==> src/rtl/sc_pkg.sv <==
// Shared encodings and control bundle for the single-cycle core.
// Assumes the fixed 32-bit instruction layout: opcode [31:26], rs [25:21],
// rt [20:16], rd [15:11], function [5:0], immediate [15:0], target [25:0].
package sc_pkg;

    localparam logic [5:0] OPC_REG   = 6'd0;
    localparam logic [5:0] OPC_JUMP  = 6'd2;
    localparam logic [5:0] OPC_BEQ   = 6'd4;
    localparam logic [5:0] OPC_LOAD  = 6'd35;
    localparam logic [5:0] OPC_STORE = 6'd43;

    localparam logic [5:0] FN_ADD = 6'b100000;
    localparam logic [5:0] FN_SUB = 6'b100010;
    localparam logic [5:0] FN_AND = 6'b100100;
    localparam logic [5:0] FN_OR  = 6'b100101;
    localparam logic [5:0] FN_SLT = 6'b101010;

    // Exact ALU operation codes.
    typedef enum logic [3:0] {
        ALU_AND = 4'b0000,
        ALU_OR  = 4'b0001,
        ALU_ADD = 4'b0010,
        ALU_SUB = 4'b0110,
        ALU_SLT = 4'b0111,
        ALU_NOR = 4'b1100
    } alu_fn_e;

    // Coarse ALU class produced by the opcode decoder.
    typedef enum logic [1:0] {
        CLS_ADD   = 2'b00,
        CLS_SUB   = 2'b01,
        CLS_FIELD = 2'b10,
        CLS_RSVD  = 2'b11
    } alu_cls_e;

    typedef struct packed {
        logic     dst_is_rd;   // destination from rd, else rt
        logic     b_is_imm;    // second operand is the immediate
        logic     wb_from_mem; // write-back from data memory
        logic     reg_we;
        logic     mem_rd;
        logic     mem_wr;
        logic     is_branch;
        logic     is_jump;
        alu_cls_e alu_cls;
    } ctrl_t;

endpackage

==> src/rtl/sc_main_dec.sv <==
// Opcode decoder: turns the 6-bit opcode into the datapath control bundle.
// Assumes unknown opcodes must leave all state except the PC untouched.
module sc_main_dec
    import sc_pkg::*;
(
    input  logic [5:0] opcode,
    output ctrl_t      ctrl
);

    // Purpose: one control word per supported opcode; quiet default otherwise.
    always_comb begin
        ctrl = '0;
        ctrl.alu_cls = CLS_ADD;
        unique case (opcode)
            OPC_REG: begin
                ctrl.dst_is_rd = 1'b1;
                ctrl.reg_we    = 1'b1;
                ctrl.alu_cls   = CLS_FIELD;
            end
            OPC_LOAD: begin
                ctrl.b_is_imm    = 1'b1;
                ctrl.wb_from_mem = 1'b1;
                ctrl.reg_we      = 1'b1;
                ctrl.mem_rd      = 1'b1;
            end
            OPC_STORE: begin
                ctrl.b_is_imm = 1'b1;
                ctrl.mem_wr   = 1'b1;
            end
            OPC_BEQ: begin
                ctrl.is_branch = 1'b1;
                ctrl.alu_cls   = CLS_SUB;
            end
            OPC_JUMP: begin
                ctrl.is_jump = 1'b1;
            end
            default: begin
                ctrl = '0;
                ctrl.alu_cls = CLS_ADD;
            end
        endcase
    end

endmodule

==> src/rtl/sc_alu_ctrl.sv <==
// Second decode level: ALU class plus function field give the ALU operation.
// Assumes unlisted function codes fall back to addition.
module sc_alu_ctrl
    import sc_pkg::*;
(
    input  alu_cls_e   alu_cls,
    input  logic [5:0] funct,
    output alu_fn_e    alu_fn
);

    // Purpose: map class and function field onto one ALU operation code.
    always_comb begin
        alu_fn = ALU_ADD;
        case (alu_cls)
            CLS_ADD: alu_fn = ALU_ADD;
            CLS_SUB: alu_fn = ALU_SUB;
            CLS_FIELD: begin
                case (funct)
                    FN_ADD:  alu_fn = ALU_ADD;
                    FN_SUB:  alu_fn = ALU_SUB;
                    FN_AND:  alu_fn = ALU_AND;
                    FN_OR:   alu_fn = ALU_OR;
                    FN_SLT:  alu_fn = ALU_SLT;
                    default: alu_fn = ALU_ADD;
                endcase
            end
            default: alu_fn = ALU_ADD;
        endcase
    end

endmodule

==> src/rtl/sc_alu.sv <==
// Combinational ALU with a zero flag. Set-less-than is a signed comparison.
module sc_alu
    import sc_pkg::*;
#(
    parameter int XLEN = 32
) (
    input  logic [XLEN-1:0] a,
    input  logic [XLEN-1:0] b,
    input  alu_fn_e         fn,
    output logic [XLEN-1:0] result,
    output logic            zero
);

    // Purpose: compute the selected operation on both operands.
    always_comb begin
        unique case (fn)
            ALU_AND: result = a & b;
            ALU_OR:  result = a | b;
            ALU_ADD: result = a + b;
            ALU_SUB: result = a - b;
            ALU_SLT: result = {{(XLEN-1){1'b0}}, ($signed(a) < $signed(b))};
            ALU_NOR: result = ~(a | b);
            default: result = a + b;
        endcase
    end

    assign zero = (result == '0);

endmodule

==> src/rtl/sc_regfile.sv <==
// Register file: two combinational read ports, one write port on the rising
// edge. Entry 0 is hard-wired to zero. Not reset (contents survive rst_n);
// rst_n only gates the assertions.
module sc_regfile #(
    parameter int XLEN  = 32,
    parameter int NREGS = 32,
    localparam int AW   = $clog2(NREGS)
) (
    input  logic            clk,
    input  logic            rst_n,
    input  logic [AW-1:0]   raddr_a,
    input  logic [AW-1:0]   raddr_b,
    output logic [XLEN-1:0] rdata_a,
    output logic [XLEN-1:0] rdata_b,
    input  logic            we,
    input  logic [AW-1:0]   waddr,
    input  logic [XLEN-1:0] wdata
);

    logic [XLEN-1:0] regs [NREGS];

    // Purpose: commit one write per cycle, never to entry 0.
    always_ff @(posedge clk) begin
        if (we && (waddr != '0)) begin
            regs[waddr] <= wdata;
        end
    end

    // Purpose: read ports see only stored state, so same-cycle writes are not visible.
    assign rdata_a = (raddr_a == '0) ? '0 : regs[raddr_a];
    assign rdata_b = (raddr_b == '0) ? '0 : regs[raddr_b];

    // A port that keeps its address, and whose register was not written, keeps its value.
    AST_READ_HOLDS_OLD: assert property (@(posedge clk) disable iff (!rst_n)
        ($past(rst_n) && (raddr_a == $past(raddr_a)) &&
         !($past(we) && ($past(waddr) == raddr_a))) |-> $stable(rdata_a));

    // A write to a non-zero entry is visible on the next cycle.
    AST_WRITE_LANDS: assert property (@(posedge clk) disable iff (!rst_n)
        (we && (waddr != '0) && (waddr == raddr_b)) |=>
        ((raddr_b != $past(raddr_b)) || (rdata_b == $past(wdata))));

endmodule

==> src/rtl/sc_next_pc.sv <==
// Next-PC selection: sequential, taken branch or jump.
// Assumes XLEN is 32 so the jump target fills the word exactly.
module sc_next_pc #(
    parameter int XLEN = 32
) (
    input  logic [XLEN-1:0] pc,
    input  logic [XLEN-1:0] imm_ext,
    input  logic [25:0]     target,
    input  logic            is_branch,
    input  logic            alu_zero,
    input  logic            is_jump,
    output logic [XLEN-1:0] pc_next
);

    localparam int UPPER = XLEN - 28;

    logic [XLEN-1:0] pc_seq;
    logic [XLEN-1:0] br_target;
    logic [XLEN-1:0] jmp_target;

    assign pc_seq     = pc + XLEN'(4);
    assign br_target  = pc_seq + (imm_ext << 2);
    assign jmp_target = {pc_seq[XLEN-1 -: UPPER], target, 2'b00};

    // Purpose: jump wins, then a taken branch, else the next word.
    always_comb begin
        if (is_jump) begin
            pc_next = jmp_target;
        end else if (is_branch && alu_zero) begin
            pc_next = br_target;
        end else begin
            pc_next = pc_seq;
        end
    end

endmodule

==> src/rtl/sc_core.sv <==
// Single-cycle core top: PC, fetch, two-level decode, register file, ALU,
// write-back and next-PC selection. Assumes both memories answer
// combinationally and data memory commits stores on the rising edge.
module sc_core
    import sc_pkg::*;
#(
    parameter int          XLEN     = 32,
    parameter int          NREGS    = 32,
    parameter logic [31:0] RESET_PC = 32'h0
) (
    input  logic            clk,
    input  logic            rst_n,
    output logic [XLEN-1:0] imem_addr,
    input  logic [31:0]     imem_rdata,
    output logic [XLEN-1:0] dmem_addr,
    output logic [XLEN-1:0] dmem_wdata,
    input  logic [XLEN-1:0] dmem_rdata,
    output logic            dmem_rd_en,
    output logic            dmem_wr_en
);

    localparam int AW = $clog2(NREGS);

    logic [XLEN-1:0] pc;
    logic [XLEN-1:0] pc_next;

    logic [5:0]      f_op;
    logic [AW-1:0]   f_rs;
    logic [AW-1:0]   f_rt;
    logic [AW-1:0]   f_rd;
    logic [5:0]      f_fn;
    logic [15:0]     f_imm;
    logic [25:0]     f_tgt;
    logic [4:0]      unused_shamt;

    ctrl_t           ctrl;
    alu_fn_e         alu_fn;
    logic [XLEN-1:0] imm_ext;
    logic [XLEN-1:0] rs_val;
    logic [XLEN-1:0] rt_val;
    logic [XLEN-1:0] alu_b;
    logic [XLEN-1:0] alu_res;
    logic            alu_zero;
    logic [AW-1:0]   wb_addr;
    logic [XLEN-1:0] wb_data;

    // Purpose: field split of the fetched word.
    assign f_op         = imem_rdata[31:26];
    assign f_rs         = imem_rdata[25:21];
    assign f_rt         = imem_rdata[20:16];
    assign f_rd         = imem_rdata[15:11];
    assign unused_shamt = imem_rdata[10:6];
    assign f_fn         = imem_rdata[5:0];
    assign f_imm        = imem_rdata[15:0];
    assign f_tgt        = imem_rdata[25:0];

    assign imm_ext = {{(XLEN-16){f_imm[15]}}, f_imm};

    sc_main_dec u_main_dec (
        .opcode (f_op),
        .ctrl   (ctrl)
    );

    sc_alu_ctrl u_alu_ctrl (
        .alu_cls (ctrl.alu_cls),
        .funct   (f_fn),
        .alu_fn  (alu_fn)
    );

    sc_regfile #(.XLEN(XLEN), .NREGS(NREGS)) u_regfile (
        .clk     (clk),
        .rst_n   (rst_n),
        .raddr_a (f_rs),
        .raddr_b (f_rt),
        .rdata_a (rs_val),
        .rdata_b (rt_val),
        .we      (ctrl.reg_we),
        .waddr   (wb_addr),
        .wdata   (wb_data)
    );

    // Purpose: second operand source select.
    assign alu_b = ctrl.b_is_imm ? imm_ext : rt_val;

    sc_alu #(.XLEN(XLEN)) u_alu (
        .a      (rs_val),
        .b      (alu_b),
        .fn     (alu_fn),
        .result (alu_res),
        .zero   (alu_zero)
    );

    // Purpose: destination and write-back source selects.
    assign wb_addr = ctrl.dst_is_rd ? f_rd : f_rt;
    assign wb_data = ctrl.wb_from_mem ? dmem_rdata : alu_res;

    // Purpose: data memory port.
    assign dmem_addr  = alu_res;
    assign dmem_wdata = rt_val;
    assign dmem_rd_en = ctrl.mem_rd;
    assign dmem_wr_en = ctrl.mem_wr;

    sc_next_pc #(.XLEN(XLEN)) u_next_pc (
        .pc        (pc),
        .imm_ext   (imm_ext),
        .target    (f_tgt),
        .is_branch (ctrl.is_branch),
        .alu_zero  (alu_zero),
        .is_jump   (ctrl.is_jump),
        .pc_next   (pc_next)
    );

    // Purpose: program counter with synchronous active-low reset.
    always_ff @(posedge clk) begin
        if (!rst_n) begin
            pc <= RESET_PC;
        end else begin
            pc <= pc_next;
        end
    end

    assign imem_addr = pc;

    AST_PC_FROM_RESET: assert property (@(posedge clk) disable iff (!rst_n)
        $rose(rst_n) |-> (pc == RESET_PC));

    AST_PC_ALIGNED: assert property (@(posedge clk) disable iff (!rst_n)
        (pc[1:0] == 2'b00));

    AST_PC_SEQUENTIAL: assert property (@(posedge clk) disable iff (!rst_n)
        ((f_op != OPC_JUMP) && !((f_op == OPC_BEQ) && (rs_val == rt_val)))
        |=> (pc == $past(pc) + XLEN'(4)));

    AST_BEQ_TAKEN: assert property (@(posedge clk) disable iff (!rst_n)
        ((f_op == OPC_BEQ) && (rs_val == rt_val))
        |=> (pc == $past(pc) + XLEN'(4) + ($past(imm_ext) << 2)));

    AST_JUMP_TARGET: assert property (@(posedge clk) disable iff (!rst_n)
        (f_op == OPC_JUMP)
        |=> (pc[27:0] == {$past(f_tgt), 2'b00}));

    AST_MEM_ONE_WAY: assert property (@(posedge clk) disable iff (!rst_n)
        !(dmem_rd_en && dmem_wr_en));

    AST_UNKNOWN_QUIET: assert property (@(posedge clk) disable iff (!rst_n)
        ((f_op != OPC_REG) && (f_op != OPC_LOAD) && (f_op != OPC_STORE) &&
         (f_op != OPC_BEQ) && (f_op != OPC_JUMP))
        |-> (!ctrl.reg_we && !dmem_rd_en && !dmem_wr_en));

endmodule

==> config.mk <==
export PLATFORM = sky130hd
export DESIGN_NAME = sc_core
export DESIGN_NICKNAME = d
export VERILOG_FILES = /design/src/rtl/sc_pkg.sv /design/src/rtl/sc_main_dec.sv /design/src/rtl/sc_alu_ctrl.sv /design/src/rtl/sc_alu.sv /design/src/rtl/sc_regfile.sv /design/src/rtl/sc_next_pc.sv /design/src/rtl/sc_core.sv
export SDC_FILE = /design/constraint.sdc
export NUM_CORES = 2
export LEC_CHECK = 0
export ABC_AREA = 0
export BUFFER_PORTS_ARGS = -buffer_cell sky130_fd_sc_hd__buf_2
export CAP_MARGIN = 5
export CORE_MARGIN = 5
export CORE_UTILIZATION = 45
export DETAILED_ROUTE_END_ITERATION = 6
export GPL_TIMING_DRIVEN = 0
export SYNTH_ARGS = -nofsm -noshare
export SYNTH_HDL_FRONTEND = slang
export SYNTH_SLANG_ARGS = --single-unit
==> constraint.sdc <==
create_clock -name clk -period 9.3 [get_ports clk]
set_input_delay 0.93 -clock clk [delete_from_list [all_inputs] [get_ports clk]]
set_output_delay 0.93 -clock clk [all_outputs]
set_load 0.03 [all_outputs]
======== Word-level counts from Yosys, hierarchy flattened ========
Memory sizes are Yosys's and may differ from the RTL's.
Cells that the tools add are included.
storage, ports and cells
  memories kept ........................... 1
  output and inout port bits .............. 98
  memory bits (writable) .................. 1024
  bits in registers ....................... 32
  input port bits ......................... 66
  word-level logic and storage cells ...... 57
cells by class
  $lt $le $gt $ge ......................... 1
  $add $sub $neg .......................... 4
  reductions and logical operators ........ 11
  eq/ne operators ......................... 14
  bitwise gates (word level) .............. 4
  muxes and demuxes ....................... 20
memories
  memory          words  width  rd ports  clocked after Yosys merged registers in  write ports  RTL line          RTL
  u_regfile.regs  32     32     2         0                                        1            sc_regfile.sv:20  logic [XLEN-1:0] regs [NREGS];
operator list
  kind                   number
  $mux 32                6
  $pmux 32 s5            1
  $add 32x32->32         2
  $eq 6x6->1 const B     6
  $add 32x3->32 const B  1
  $and 32x32->32         1
  $logic_not 32->1       1
  $lt 32x32->1           1
  $not 32->32            1
  $or 32x32->32          1
  $sub 32x32->32         1
  $pmux 3 s4             1
  $logic_not 5->1        2
  $mux 1                 9
  $eq 4x3->1 const B     2
  $pmux 4 s2             1
  $eq 6x2->1 const B     1
  $eq 6x3->1 const B     1
  $logic_not 6->1        1
  $reduce_or 2->1        3
  $mux 5                 1
  $reduce_bool 5->1      1
  $eq 4x1->1 const B     1
  $eq 4x4->1 const B     1
  6 further kinds        7

======== Depth between registers and ports, before layout ========
  depth in word-level cells ............... 11
  gate-level depth with buffers ........... 26

======== By module ========
Synthesis repeated with hierarchy kept, for this count alone.
unflattened totals
  cell total of the unflattened synthesis .. 3979
  area total of the unflattened synthesis .. 58403.5 um^2
modules (own cells, without submodules)
  module       area each (um^2)  instances  sequential area each (um^2)  cells an instance
  sc_regfile   47929.7           1          30749.5                      2564
  sc_alu       5489.0            1          0.0                          845
  sc_next_pc   2737.6            1          0.0                          393
  sc_core      2001.9            1          640.6                        145
  sc_alu_ctrl  130.1             1          0.0                          17
  sc_main_dec  115.1             1          0.0                          15

======== Worst setup path before layout ========
OpenSTA, ideal clock, no wires.
  path type ............................... input-to-reg
  from .................................... input port imem_rdata[16]
  to ...................................... register pc[27] (netlist: imem_addr[27])
  arrival time ............................ 7.404 ns
  required time ........................... 9.170 ns
  path slack .............................. 1.766 ns
  stages on the path ...................... 25
  cells stage by stage .................... clkbuf_1 clkbuf_1 buf_1 mux4_2 mux4_2 mux2i_1 nor3_1 a21oi_1 inv_1 ha_1 fa_1 o21ba_1 nor4_1 o31a_1 o31ai_2 o21a_1 a311oi_1 nor3b_1 or3_1 nor4b_1 nand4_1 nor4_4 buf_4 mux2i_1 o22ai_1
on the way
  longest elaborated chain between the ends .. 10
  elaborated cells between the ends (all ways) .. 15
  classes of those cells .................. add/sub: 2; order compare: 1; mux: 5; bitwise: 3; reduce/logical: 3; memory: 1
ends and longest elaborated chain
  what                                                                    RTL line          RTL
  start: declaration                                                      sc_core.sv:14     input logic [31:0] imem_rdata,
  $mem_v2 32x32 or $logic_not 5->1 (tied branches)                        n/a
  $mux 32 (*)                                                             sc_regfile.sv:31  assign rdata_b = (raddr_b == '0) ? '0 : regs[raddr_b];
  $mux 32 (*)                                                             sc_core.sv:83     assign alu_b = ctrl.b_is_imm ? imm_ext : rt_val;
  parallel branches: the longest is 2 deep, another holds $add 32x32->32  n/a
  $pmux 32 s5 (*)                                                         sc_alu.sv:16      unique case (fn)
  net dmem_addr[18]                                                       sc_core.sv:15     output logic [XLEN-1:0] dmem_addr,
  $logic_not 32->1 (*)                                                    sc_alu.sv:27      assign zero = (result == '0);
  $logic_and 1x1->1 (*)                                                   sc_next_pc.sv:29  end else if (is_branch && alu_zero) begin
  $mux 32 (*)                                                             sc_next_pc.sv:29
  $mux 32 (*)                                                             sc_next_pc.sv:27  if (is_jump) begin
  end signal: assignment                                                  sc_core.sv:118    pc <= pc_next;
  end: declaration                                                        sc_core.sv:24     logic [XLEN-1:0] pc;
Mark *: on every way through the listed nets, which the timed path passes.
A chain may end at the register's enable or synchronous reset.

======== Final worst setup path ========
  from .................................... input port imem_rdata[19]
  to ...................................... output port dmem_addr[30]
on the way
  longest elaborated chain between the ends .. 6
  elaborated cells between the ends (all ways) .. 10
  classes of those cells .................. add/sub: 2; mux: 3; bitwise: 3; reduce/logical: 1; memory: 1
ends and longest elaborated chain
  what                                                                    RTL line
  $mem_v2 32x32 or $logic_not 5->1 (tied branches)                        n/a
  $mux 32 (*)                                                             sc_regfile.sv:31
  $mux 32 (*)                                                             sc_core.sv:83
  parallel branches: the longest is 2 deep, another holds $add 32x32->32  n/a
  $pmux 32 s5 (*)                                                         sc_alu.sv:16
  end: declaration                                                        sc_core.sv:15
Mark *: on every way between the ends.

==> run metrics <==
CTS root buffer=clkbuf_16; outcome=finished, final reports clean; DR vias=36,971; period utilization=0.986; unique cell type count in the Yosys netlist=92; DIE HEIGHT=364 microns; final hold vios=0; first-pass GRT wire length=274 mm; DRT Pass-1 Iters=5; pin count of the biggest net entering global routing=33; drt first-iter violations=4,956; top-area cell type share of the netlist area=0.545; Post-synth EDFFs=1,024; CTS H-tree depth=3; TritonCTS clock tree=done; clock-pin slew on the worst setup and hold paths=0.06 ns; synth warn=0; Max Cap Viol=0; Num CTS Buffers=110; Final Power=13.2 mW; Most Used Layer, Global Route=met2; vias in the first global route=36,762; Bufs and invs on worst path=5; met2 Use GR=0.472; Seq/Total Area, Yosys=0.556; Cell Chain, Critical Path=buf_2 > clkbuf_1 > clkbuf_1 > mux4_2 > mux2i_1 > nor3_1 > a21oi_1 > inv_1 > ha_1 > fa_1 > o21ba_1 > nor4_1 > o31a_1 > o311ai_1 > a211oi_1 > nor2_1 > o311ai_0 > nand3_1 > o32ai_1 > nand2_1 > buf_2; Leak Pwr=21.7 nW; DP Area=61,000 sq um; number of cells on the worst reg-to-reg path=24; initial core utilization=0.454; Final Setup Violations=0; design area=64,700 sq um; Total Routing Usage GR=0.296; clock latency on the worst-skew pair=0.72 ns; Layout area overhead=14.7%; crit-path max cell delay=0.84 ns; Startpoint Class=input pin; P_sw=4.08 mW; Residual DRC=0; most common cell in the netlist=edfxtp_1; M1 GR Usage=0.385; port buffer count=153; Area contributors post-synth=edfxtp_1 (55%), mux4_2 (26%), ha_1 (2.8%); hold_buf cts=0; Die ar.=132,000 sq um; Logic pwr share=0.237; Placement Rows=129; Worst path slowest cell=clkbuf_1; antenna viol nets, final=0; Post-synth ARST share=0; sequential power share=0.445; clock share of power=0.317; Die Width=364 microns; met3 Use GR=0.0919; core area=124,000 sq um; peak supply drop=0.148 mV; Hold WC Path Type=in -> reg; Fill cells=10,090; CTS max path bufs=3; skew final=0.0294 ns; synthesized flop and latch total=1,054; Crit Path Category=in -> out; fmax=109 MHz; Arrival @ worst endpoint=8.24 ns; Cell Pwr Density=205 nW/um^2; Crit. End Element=primary output; fin. max-slew vios=0; reg-to-reg endpoint=imem_addr[16]; initial antenna violation count=5; post-synthesis instance total=3,471; slew margin rel.=0.0275; synth cell count leaders=edfxtp_1 (1,024), mux4_2 (640), nor2_1 (254); total negative slack=0 ns; DR vias/cell=6.63; cell taking the most area after synthesis=edfxtp_1; CP Capture Point=dmem_addr[30]; CP required=8.37 ns; Critical Path Start=imem_rdata[19]; reg-to-reg setup timing slack=1.56 ns; Overflow after GRT=0; post-DP HPWL=142 mm; fin nets=4,039; layout cells sized above 1=0.300; drt total wl=197 mm; Tmin final=9.17 ns; Mapped Area=56,400 sq um; Critical Path Stages=21; internal power=9.16 mW; main flop type after synthesis=edfxtp_1; Sw Ratio=0.308; total clock sinks=1,054; reg2reg start=u_regfile.regs[8][0]; drt wl/cell=35.4 microns; syn_area_per_cell=16.2 sq um; Worst Tran Pin Value=1.45 ns; Top Ports=164; GPL Wtd Cong=0.977; cell family with most CP delay=compound AO/OA/AOI/OAI gates; CP Max Fanout=10
how the worst min path moves through the flow:
stage / from / end / slack, ns / depth (start not counted)
after CTS: imem_rdata[7] / imem_addr[9] / 0.47 / 3
after floorplan: imem_addr[31] / imem_addr[31] / 0.77 / 3
after global routing: imem_rdata[10] / imem_addr[12] / 0.53 / 3
after global placement: imem_addr[31] / imem_addr[31] / 0.62 / 3
final: imem_rdata[7] / imem_addr[9] / 0.51 / 3
after detailed placement: imem_addr[31] / imem_addr[31] / 0.63 / 3
cells in the final DEF (no fill, tap or decap), types with 18 or more instances in the layout:
| cell type | instances |
|---|---|
| buf_8 | 28 |
| a21o_1 | 60 |
| clkbuf_16 | 110 |
| ha_1 | 128 |
| clkinv_1 | 35 |
| o21bai_1 | 19 |
| dfxtp_1 | 30 |
| conb_1 | 34 |
| buf_1 | 39 |
| mux4_2 | 640 |
| nor2_4 | 33 |
| a21oi_1 | 141 |
| xnor2_1 | 46 |
| nor2_2 | 18 |
| mux2i_1 | 60 |
| buf_12 | 27 |
| inv_1 | 132 |
| clkbuf_2 | 32 |
| clkbuf_1 | 151 |
| buf_2 | 172 |
| nand3_1 | 47 |
| nand2_1 | 155 |
| nor2_1 | 203 |
| a211oi_1 | 40 |
| o211ai_1 | 21 |
| edfxtp_1 | 1024 |
| o21ai_0 | 67 |
| nor3_1 | 60 |
tightest hold or removal path, delay by kind of cell:
family	cells	cell delay [ns]
buffers and inverters	1	0.13
AO/OA/AOI/OAI	1	0.05
AND/OR/NAND/NOR	1	0.06
layout make-up:
class | instances | area, sq um | share of cell area
tap | 1637 | 2050 | 0.0317
clock inverter | 70 | 536 | 0.00828
antenna | 7 | 17.5 | 0.000271
timing repair buffer | 226 | 2170 | 0.0335
buffer | 241 | 1110 | 0.0172
inverter | 134 | 503 | 0.00778
sequential | 1054 | 31400 | 0.485
clock buffer | 132 | 2840 | 0.0438
multi-input combinational | 2075 | 24100 | 0.373
logic make-up after synthesis:
logic type | count (synthesis) | synth area share
AOI/OAI and AO/OA | 509 | 0.0604
xor gates and xnor gates | 60 | 0.00932
adders and majority gates | 131 | 0.0295
buffers and inverters | 375 | 0.0260
DFF | 1054 | 0.556
muxes | 705 | 0.267
other | 1 | 0.0000665
and+or+nand+nor | 636 | 0.0515
sequential cells by signal (all words and copies together) (netlist names):
register / count
u_regfile.regs: 1024
imem_addr: 30
power groups by stage:
stage	sequential [mW]	combinational (mW)	clock [mW]
detailed placement	5.99	3.04	0
CTS	5.89	3.05	4.24
global placement	6.04	2.82	0
floorplan	6.00	1.75	0
finish	5.89	3.14	4.20
global route	5.89	3.29	4.45
metal layers:
layer | part of all wire | up-vias | wire length, microns
met5 | 0.000066 | - | 13
met4 | 0.043 | 2 | 8540
met3 | 0.12 | 437 | 23600
met2 | 0.47 | 2329 | 92100
met1 | 0.37 | 19155 | 73100
li1 | - | 15048 | -
stage by stage:
step	hold WS, ns	instances	setup slack [ns]	utilization
after floorplan	0.772	3504	1.77	-
after global placement	0.623	5294	-1.83	0.478
after detailed placement	0.627	5360	-1.59	0.492
after CTS	0.472	5564	0.00710	0.520
after global routing	0.530	5569	-0.0172	0.521
final	0.509	5576	0.131	0.521
what timing repair did:
| action | in CTS | in global routing |
|---|---|---|
| buffers inserted | 2 | 0 |
| setup endpoints to repair | 42 | 40 |
| resized for setup | 46 | 46 |
| hold endpoints to repair | 0 | 0 |
| pin swaps | 1 | 0 |
Power figures use the tool's default switching activity.
